$ cat src/rtl/trig_pwm_pkg.sv
package trig_pwm_pkg;
  typedef enum logic [1:0] {
    EDGE_NONE = 2'b00,
    EDGE_RISE = 2'b01,
    EDGE_FALL = 2'b10,
    EDGE_BOTH = 2'b11
  } edge_sel_e;
endpackage

$ cat src/rtl/trig_edge_det.sv
module trig_edge_det
  import trig_pwm_pkg::*;
#(
  parameter int unsigned SYNC_STAGES = 2
) (
  input  logic       clk_i,
  input  logic       rst_ni,
  input  logic       sig_i,
  input  logic [1:0] edge_sel_i,
  output logic       edge_o
);
  // SYNC_STAGES synchroniser flops plus one history flop for edge compare
  logic [SYNC_STAGES:0] sh_q;
  logic rise, fall;

  always_ff @(posedge clk_i or negedge rst_ni) begin
    if (!rst_ni) sh_q <= '0;
    else         sh_q <= {sh_q[SYNC_STAGES-1:0], sig_i};
  end

  assign rise = sh_q[SYNC_STAGES-1] & ~sh_q[SYNC_STAGES];
  assign fall = ~sh_q[SYNC_STAGES-1] & sh_q[SYNC_STAGES];

  always_comb begin
    unique case (edge_sel_e'(edge_sel_i))
      EDGE_RISE: edge_o = rise;
      EDGE_FALL: edge_o = fall;
      EDGE_BOTH: edge_o = rise | fall;
      default:   edge_o = 1'b0;
    endcase
  end
endmodule

$ cat src/rtl/cmp_shadow.sv
module cmp_shadow #(
  parameter int unsigned CNT_W = 16
) (
  input  logic             clk_i,
  input  logic             rst_ni,
  input  logic             period_we_i,
  input  logic [CNT_W-1:0] period_i,
  input  logic             duty_we_i,
  input  logic [CNT_W-1:0] duty_i,
  input  logic             load_i,
  output logic [CNT_W-1:0] period_buf_o,
  output logic [CNT_W-1:0] duty_buf_o,
  output logic [CNT_W-1:0] duty_nxt_o
);
  logic [CNT_W-1:0] period_pend_q, duty_pend_q, period_nxt;

  // a write in the reload cycle is taken into the new cycle
  assign period_nxt = period_we_i ? period_i : period_pend_q;
  assign duty_nxt_o = duty_we_i   ? duty_i   : duty_pend_q;

  always_ff @(posedge clk_i or negedge rst_ni) begin
    if (!rst_ni) begin
      period_pend_q <= '1;
      duty_pend_q   <= '0;
      period_buf_o  <= '1;
      duty_buf_o    <= '0;
    end else begin
      period_pend_q <= period_nxt;
      duty_pend_q   <= duty_nxt_o;
      if (load_i) begin
        period_buf_o <= period_nxt;
        duty_buf_o   <= duty_nxt_o;
      end
    end
  end
endmodule

$ cat src/rtl/trig_pwm_timer.sv
module trig_pwm_timer #(
  parameter int unsigned CNT_W       = 16,
  parameter int unsigned SYNC_STAGES = 2
) (
  input  logic             clk_i,
  input  logic             rst_ni,
  input  logic             enable_i,
  input  logic             cnt_en_i,
  input  logic             period_we_i,
  input  logic [CNT_W-1:0] period_i,
  input  logic             duty_we_i,
  input  logic [CNT_W-1:0] duty_i,
  input  logic             sw_trig_i,
  input  logic             ext_trig_i,
  input  logic [1:0]       edge_sel_i,
  output logic [CNT_W-1:0] count_o,
  output logic             pwm_o,
  output logic             tog_o,
  output logic             period_match_o,
  output logic             duty_match_o
);
  localparam logic [CNT_W-1:0] CNT_IDLE = '1;
  localparam logic [CNT_W-1:0] CNT_ZERO = '0;

  logic             ext_edge, trig, wrap, load, running_q;
  logic [CNT_W-1:0] period_buf, duty_buf, duty_nxt, cnt_inc;

  trig_edge_det #(.SYNC_STAGES(SYNC_STAGES)) u_edge (
    .clk_i      (clk_i),
    .rst_ni     (rst_ni),
    .sig_i      (ext_trig_i),
    .edge_sel_i (edge_sel_i),
    .edge_o     (ext_edge)
  );

  cmp_shadow #(.CNT_W(CNT_W)) u_shadow (
    .clk_i        (clk_i),
    .rst_ni       (rst_ni),
    .period_we_i  (period_we_i),
    .period_i     (period_i),
    .duty_we_i    (duty_we_i),
    .duty_i       (duty_i),
    .load_i       (load),
    .period_buf_o (period_buf),
    .duty_buf_o   (duty_buf),
    .duty_nxt_o   (duty_nxt)
  );

  assign trig    = enable_i & (sw_trig_i | ext_edge);
  assign wrap    = enable_i & running_q & cnt_en_i & (count_o == period_buf) & ~trig;
  assign load    = trig | wrap;
  assign cnt_inc = count_o + 1'b1;

  always_ff @(posedge clk_i or negedge rst_ni) begin
    if (!rst_ni) begin
      count_o        <= CNT_IDLE;
      running_q      <= 1'b0;
      pwm_o          <= 1'b0;
      tog_o          <= 1'b0;
      period_match_o <= 1'b0;
      duty_match_o   <= 1'b0;
    end else if (!enable_i) begin
      count_o        <= CNT_IDLE;
      running_q      <= 1'b0;
      pwm_o          <= 1'b0;
      tog_o          <= 1'b0;
      period_match_o <= 1'b0;
      duty_match_o   <= 1'b0;
    end else begin
      period_match_o <= 1'b0;
      duty_match_o   <= 1'b0;
      if (load) begin
        count_o        <= CNT_ZERO;
        running_q      <= 1'b1;
        pwm_o          <= (duty_nxt != CNT_ZERO);
        duty_match_o   <= (duty_nxt == CNT_ZERO);
        period_match_o <= wrap;
        if (trig) tog_o <= ~tog_o;
      end else if (running_q && cnt_en_i) begin
        count_o <= cnt_inc;
        if (cnt_inc == duty_buf) begin
          pwm_o        <= 1'b0;
          duty_match_o <= 1'b1;
        end
      end
    end
  end
endmodule

$ cat config.mk
export PLATFORM = sky130hd
export DESIGN_NAME = trig_pwm_timer
export DESIGN_NICKNAME = d
export VERILOG_FILES = /design/src/rtl/trig_pwm_pkg.sv /design/src/rtl/trig_edge_det.sv /design/src/rtl/cmp_shadow.sv /design/src/rtl/trig_pwm_timer.sv
export SDC_FILE = /design/constraint.sdc
export NUM_CORES = 1
export LEC_CHECK = 0
export BUFFER_PORTS_ARGS = -buffer_cell sky130_fd_sc_hd__buf_2
export CAP_MARGIN = 20
export CORE_ASPECT_RATIO = 1.2
export CORE_MARGIN = 5
export CORE_UTILIZATION = 28
export DETAILED_ROUTE_END_ITERATION = 16
export GPL_TIMING_DRIVEN = 1
export PLACE_DENSITY_LB_ADDON = 0.25
export SYNTH_ARGS = -nofsm -noshare
export SYNTH_HDL_FRONTEND = slang
export SYNTH_SLANG_ARGS = --single-unit
$ cat constraint.sdc
create_clock -name clk_i -period 2.67 [get_ports clk_i]
set_clock_uncertainty 0.2 [all_clocks]
set_input_delay 0 -clock clk_i [delete_from_list [all_inputs] [get_ports clk_i]]
set_output_delay 0 -clock clk_i [all_outputs]
set_load 0.01 [all_outputs]
* After elaboration in Yosys (flattened, before gate mapping)
Cells that the tools add are included.
Word-level totals: register bits 88, output and inout bits 20, logic and storage cells 61
Cells by class: $add $sub $neg 1, equal/unequal tests 9, multiplexer cells 21, bitwise logic cells 14, reduce and logical (&&, ||, !) cells 5
Operator list (count):
- 16-bit 2-to-1 mux | 5
- 16-bit equality test | 2
- 16-bit by 1-bit adder with 16-bit output (second input constant) | 1
- 16-bit zero test | 1
- 16-bit nonzero test | 1
- 1-bit 2-to-1 mux | 15
- 1-bit bitwise AND | 7
- 3-bit by 1-bit inequality test with 1-bit output (second input constant) | 2
- 2-bit equality test (second input constant) | 2
- 2-bit by 1-bit inequality test with 1-bit output (second input constant) | 2
- 1-bit inverter | 4
- 2-bit AND reduction | 2
- 1-bit bitwise OR | 3
- 1-bit case mux with 3 select lines | 1
- 2-bit by 1-bit equality test with 1-bit output (second input constant) | 1
- 1-bit logical AND | 1

* Depth between registers and ports, before layout
depth after elaboration 11, depth in mapped cells 11

* Cells and area by module
Synthesis repeated with hierarchy kept, for this count alone.
Second synthesis, totals: cells, all modules 356, area, all modules 4519.3 µm²
By module, submodules not included:
- cmp_shadow | instances 1, cells each 136, area each 2598.7 µm²
- trig_pwm_timer | instances 1, cells each 208, area each 1786.7 µm²
- trig_edge_det | instances 1, cells each 12, area each 133.9 µm²

* Worst setup path after synthesis
Ideal clock, no wire load.
kind register -> register, start register count_o[7], end register u_shadow.duty_buf_o[0], setup time 0.125 ns, arrival time 2.265 ns, required time 2.345 ns, slack 0.080 ns, stages on the path, launching flop included 10, path buffers 3, clock period less this slack 2.590 ns, path through dfstp_2 > clkbuf_1 > xnor2_1 > nand4_1 > nor4_2 > nand4_2 > nand2_1 > buf_6 > buf_4 > mux2_2
On the way: word-level cells in the longest chain between the ends 4
RTL lines:
- from (decl) | RTL line trig_pwm_timer.sv:16 | output logic [CNT_W-1:0] count_o,
- from (signal assigned) | RTL line trig_pwm_timer.sv:80 | count_o <= cnt_inc;
- 16-bit equality test | RTL line trig_pwm_timer.sv:50 | assign wrap = enable_i & running_q & cnt_en_i & (count_o == period_buf) & ~trig;
- 1-bit bitwise AND (2 in a row) | RTL line trig_pwm_timer.sv:50
- 1-bit bitwise OR | RTL line trig_pwm_timer.sv:51 | assign load = trig | wrap;
- to (signal assigned) | RTL line cmp_shadow.sv:32 | duty_buf_o <= duty_nxt_o;
- to (decl) | RTL line cmp_shadow.sv:12 | output logic [CNT_W-1:0] duty_buf_o,
No other way between the ends. A chain may end at the register's enable or synchronous reset.

* Worst setup path in the final report
start register count_o[1], end register u_shadow.period_buf_o[12]
On the way: word-level cells in the longest chain between the ends 4
RTL lines:
- 16-bit equality test | RTL line trig_pwm_timer.sv:50
- 1-bit bitwise AND (2 in a row) | RTL line trig_pwm_timer.sv:50
- 1-bit bitwise OR | RTL line trig_pwm_timer.sv:51
- to (signal assigned) | RTL line cmp_shadow.sv:31 | period_buf_o <= period_nxt;
- to (decl) | RTL line cmp_shadow.sv:11 | output logic [CNT_W-1:0] period_buf_o,
No other way between the ends.

==> results.md <==
* Synth async-reset ratio at 1.000
* Syn Area/Cell at 11.78 um2
* Iter 0 DRT Violations at 124
* H-tree lvl count at 3
* Remaining Overflow, GRT at 0
* Clock Sinks at 88
* Port buffer count at 61
* Slew HR at 0.5479
* CTS buffer count at 9
* Post-Syn Nets at 424
* Leak pwr at 0.002456 uW
* GPL Wtd Cong at 0.8959
* Final setup viols at 0
* Post-Syn Area at 4464 um2
* Post-DR vias/cell at 4.714
* Top cells by area, synth: dfstp_2, dfrtp_1, mux2_2
* Remaining DRCs at 0
* Final Cycle Share at 0.9506
* Failing checks: negative hold slack
* Worst Hold Class: in2reg
* Status: finished, violations left
* Detail Placement HPWL at 8.374 mm
* Layout cell share with drive strength beyond 1 at 0.4752
* Most frequent cell after synthesis: mux2_2
* Root Buffer Master: clkbuf_16
* Cell taking the most area after synthesis: dfstp_2
* Worst-case vdd ir drop at 0.2821 mV
* Vias in the first global route at 3,517
* Post-route ant nets at 0
* Post-Synthesis Cells at 379
* Final nets at 545
* Area post-placement at 5135 um2
* GRT Total Usage at 0.1223
* Setup TNS at 0 ns
* Post-synth EDFFs at 0
* WL final at 11.38 mm
* Synth top area share at 0.2825
* Final Slew Violations at 0
* Max Freq at 394.0 MHz
* TritonCTS clock tree: yes
* Top cell types by occurrence after synthesis: mux2_2, dfstp_2, dfrtp_1, xnor2_1, nand2_1
* Max-Cap Viols at 0
* Largest net degree at the start of global routing at 52
* Distinct cells, synth at 49
* Die W at 125.3 um
* IO Pins at 62
* Slew @ Worst Pin at 0.6782 ns
* Crit path max fanout at 31
* Height of the die at 148.3 um
* Seq/Total Area, Yosys at 0.5067
* Power after layout at 4262 uW
* Post-synth top flop: dfstp_2
* Drt pass-1 iters at 4
* Worst hold-check slack at -0.004217 ns
* Die area at 18,580 um2
* Global-route wire length before repair at 18.29 mm
* CP arrival at 2.61 ns
* Yosys Warn Count at 0
* CP Data Required Time at 2.74 ns
* Core ar. at 15,640 um2
* Diode count at 0
* CP Cell Sequence: buf_4, xnor2_1, nand4_1, nor4_2, nand4_2, nand2_4, buf_12, mux2_2
* Pwr dens at 710.1 nW/um2
* Antenna violations before repair at 0
* Yosys reg bits at 88
* Max clock buf depth at 2
* Register clock-pin slew on the reported worst setup and hold paths at 0.07 ns
* Total number of vias at 3,361
* Crit Path Category: reg2reg
* Slowest stage cell, crit path: dfstp_2
* FILL cells at 1,548
* Routed wire per std cell at 15.97 um
* Post-layout minimum cycle time at 2.538 ns
* CP max stage delay at 0.55 ns
* Startpoint class of the critical path: register
* Clk_lat worst skew at 0.34 ns
* Final Instance Area at 6002 um2
* Crit end category: register
* FP Rows at 50
* Final Hold Vio Count at 1
* Starting Density at 0.2854
* Layout area overhead at 34.45%
## kinds of logic (layout without fill, tap and decap cells)
group | count (synthesis) | after routing | share of synthesized area
AND/OR/NAND/NOR | 88 | 88 | 0.1121
flip-flops | 88 | 88 | 0.5067
AO/OA/AOI/OAI | 64 | 64 | 0.09978
buffers and inverters | 35 | 161 | 0.03868
XOR/XNOR | 36 | 36 | 0.07063
adder cells (fa/ha/maj) | 3 | 3 | 0.008409
multiplexers | 65 | 65 | 0.1637
## cell type report
type / instances / area [um2] / area share
clock buffer: 10 / 229.0 / 0.03815
clock inverter: 6 / 116.4 / 0.01939
inverter: 6 / 22.52 / 0.003752
multi-input combinational: 256 / 2091 / 0.3483
sequential: 88 / 2262 / 0.3769
tap: 208 / 260.3 / 0.04336
timing repair buffer: 139 / 1021 / 0.1701
## where the power goes
part	switching, uW	total [uW]	internal [uW]
clock	535	1460	921
combinational	490	1030	542
sequential	169	1770	1610
## cells in the final DEF (no fill, tap or decap), types with 13 or more instances in the layout
master and count:
nor2_1 13, xnor2_1 29, dfrtp_1 40, dfstp_2 48, nand2_1 20, o21ai_0 13
a22o_1 14, buf_4 36, buf_2 60, mux2_2 64, dlygate4sd3_1 41
## layer usage
metal / track usage / routed length (um) / vias to the layer above
met1: 0.1606 / 5238 / 1651
met4: 0.05260 / 327 / 0
met2: 0.1943 / 5395 / 71
met3: 0.02766 / 424 / 22
li1: - / - / 1617
met5: 0 / 0 / -
## worst paths after layout
check | endpoint | cells past startpoint | slack, ns | startpoint
max in group asynchronous | count_o[4]$_DFFE_PN1P_ | 3 | 1.39 | rst_ni
min | u_shadow.duty_pend_q[12]$_DFF_PN0_ | 2 | -0.004 | duty_we_i
max reg2reg | u_shadow.period_buf_o[12]$_DFFE_PN1N_ | 8 | 0.13 | count_o[1]$_DFFE_PN1P_
max | u_shadow.period_buf_o[12]$_DFFE_PN1N_ | 8 | 0.13 | count_o[1]$_DFFE_PN1P_
min in group asynchronous | u_shadow.duty_pend_q[9]$_DFF_PN0_ | 2 | 0.03 | rst_ni
min reg2reg | u_edge.sh_q[1]$_DFF_PN0_ | 0 | 0.15 | u_edge.sh_q[0]$_DFF_PN0_
## state kept, by name (all words and copies together), names as in the netlist
signal                  count
u_shadow.duty_pend_q       16
duty_match_o                1
period_match_o              1
u_shadow.period_buf_o      16
running_q                   1
u_shadow.duty_buf_o        16
count_o                    16
u_edge.sh_q                 3
tog_o                       1
pwm_o                       1
u_shadow.period_pend_q     16
## metrics by stage
step | utilization | worst slack [ns] | hold slack [ns] | cells
after floorplan | - | 0.08030 | -0.4956 | 379
after global placement | 0.3283 | -0.05707 | -0.1307 | 649
after detailed placement | 0.3283 | -0.08832 | -0.1135 | 649
after CTS | 0.3776 | 0.04157 | 0.0005214 | 708
after global routing | 0.3838 | -0.01782 | 0.01988 | 713
final | 0.3838 | 0.1318 | -0.004217 | 713
## critical path, delay by kind of cell (launching register included)
family        cells  cell delay [ns]
xor+xnor          1             0.12
flops             1             0.55
mux               1             0.36
buf+inv           2             0.32
simple gates      4             0.89
## what timing repair did
| action | CTS | global route |
|---|---|---|
| hold endpoints to repair | 122 | 0 |
| resized for setup | 0 | 11 |
| pin swaps | 1 | 4 |
| endpoints found under the setup margin | 2 | 2 |
| buffers inserted | 2 | 5 |
| hold buffers | 41 | 0 |
Note: power is estimated with default switching activity, not from simulation.
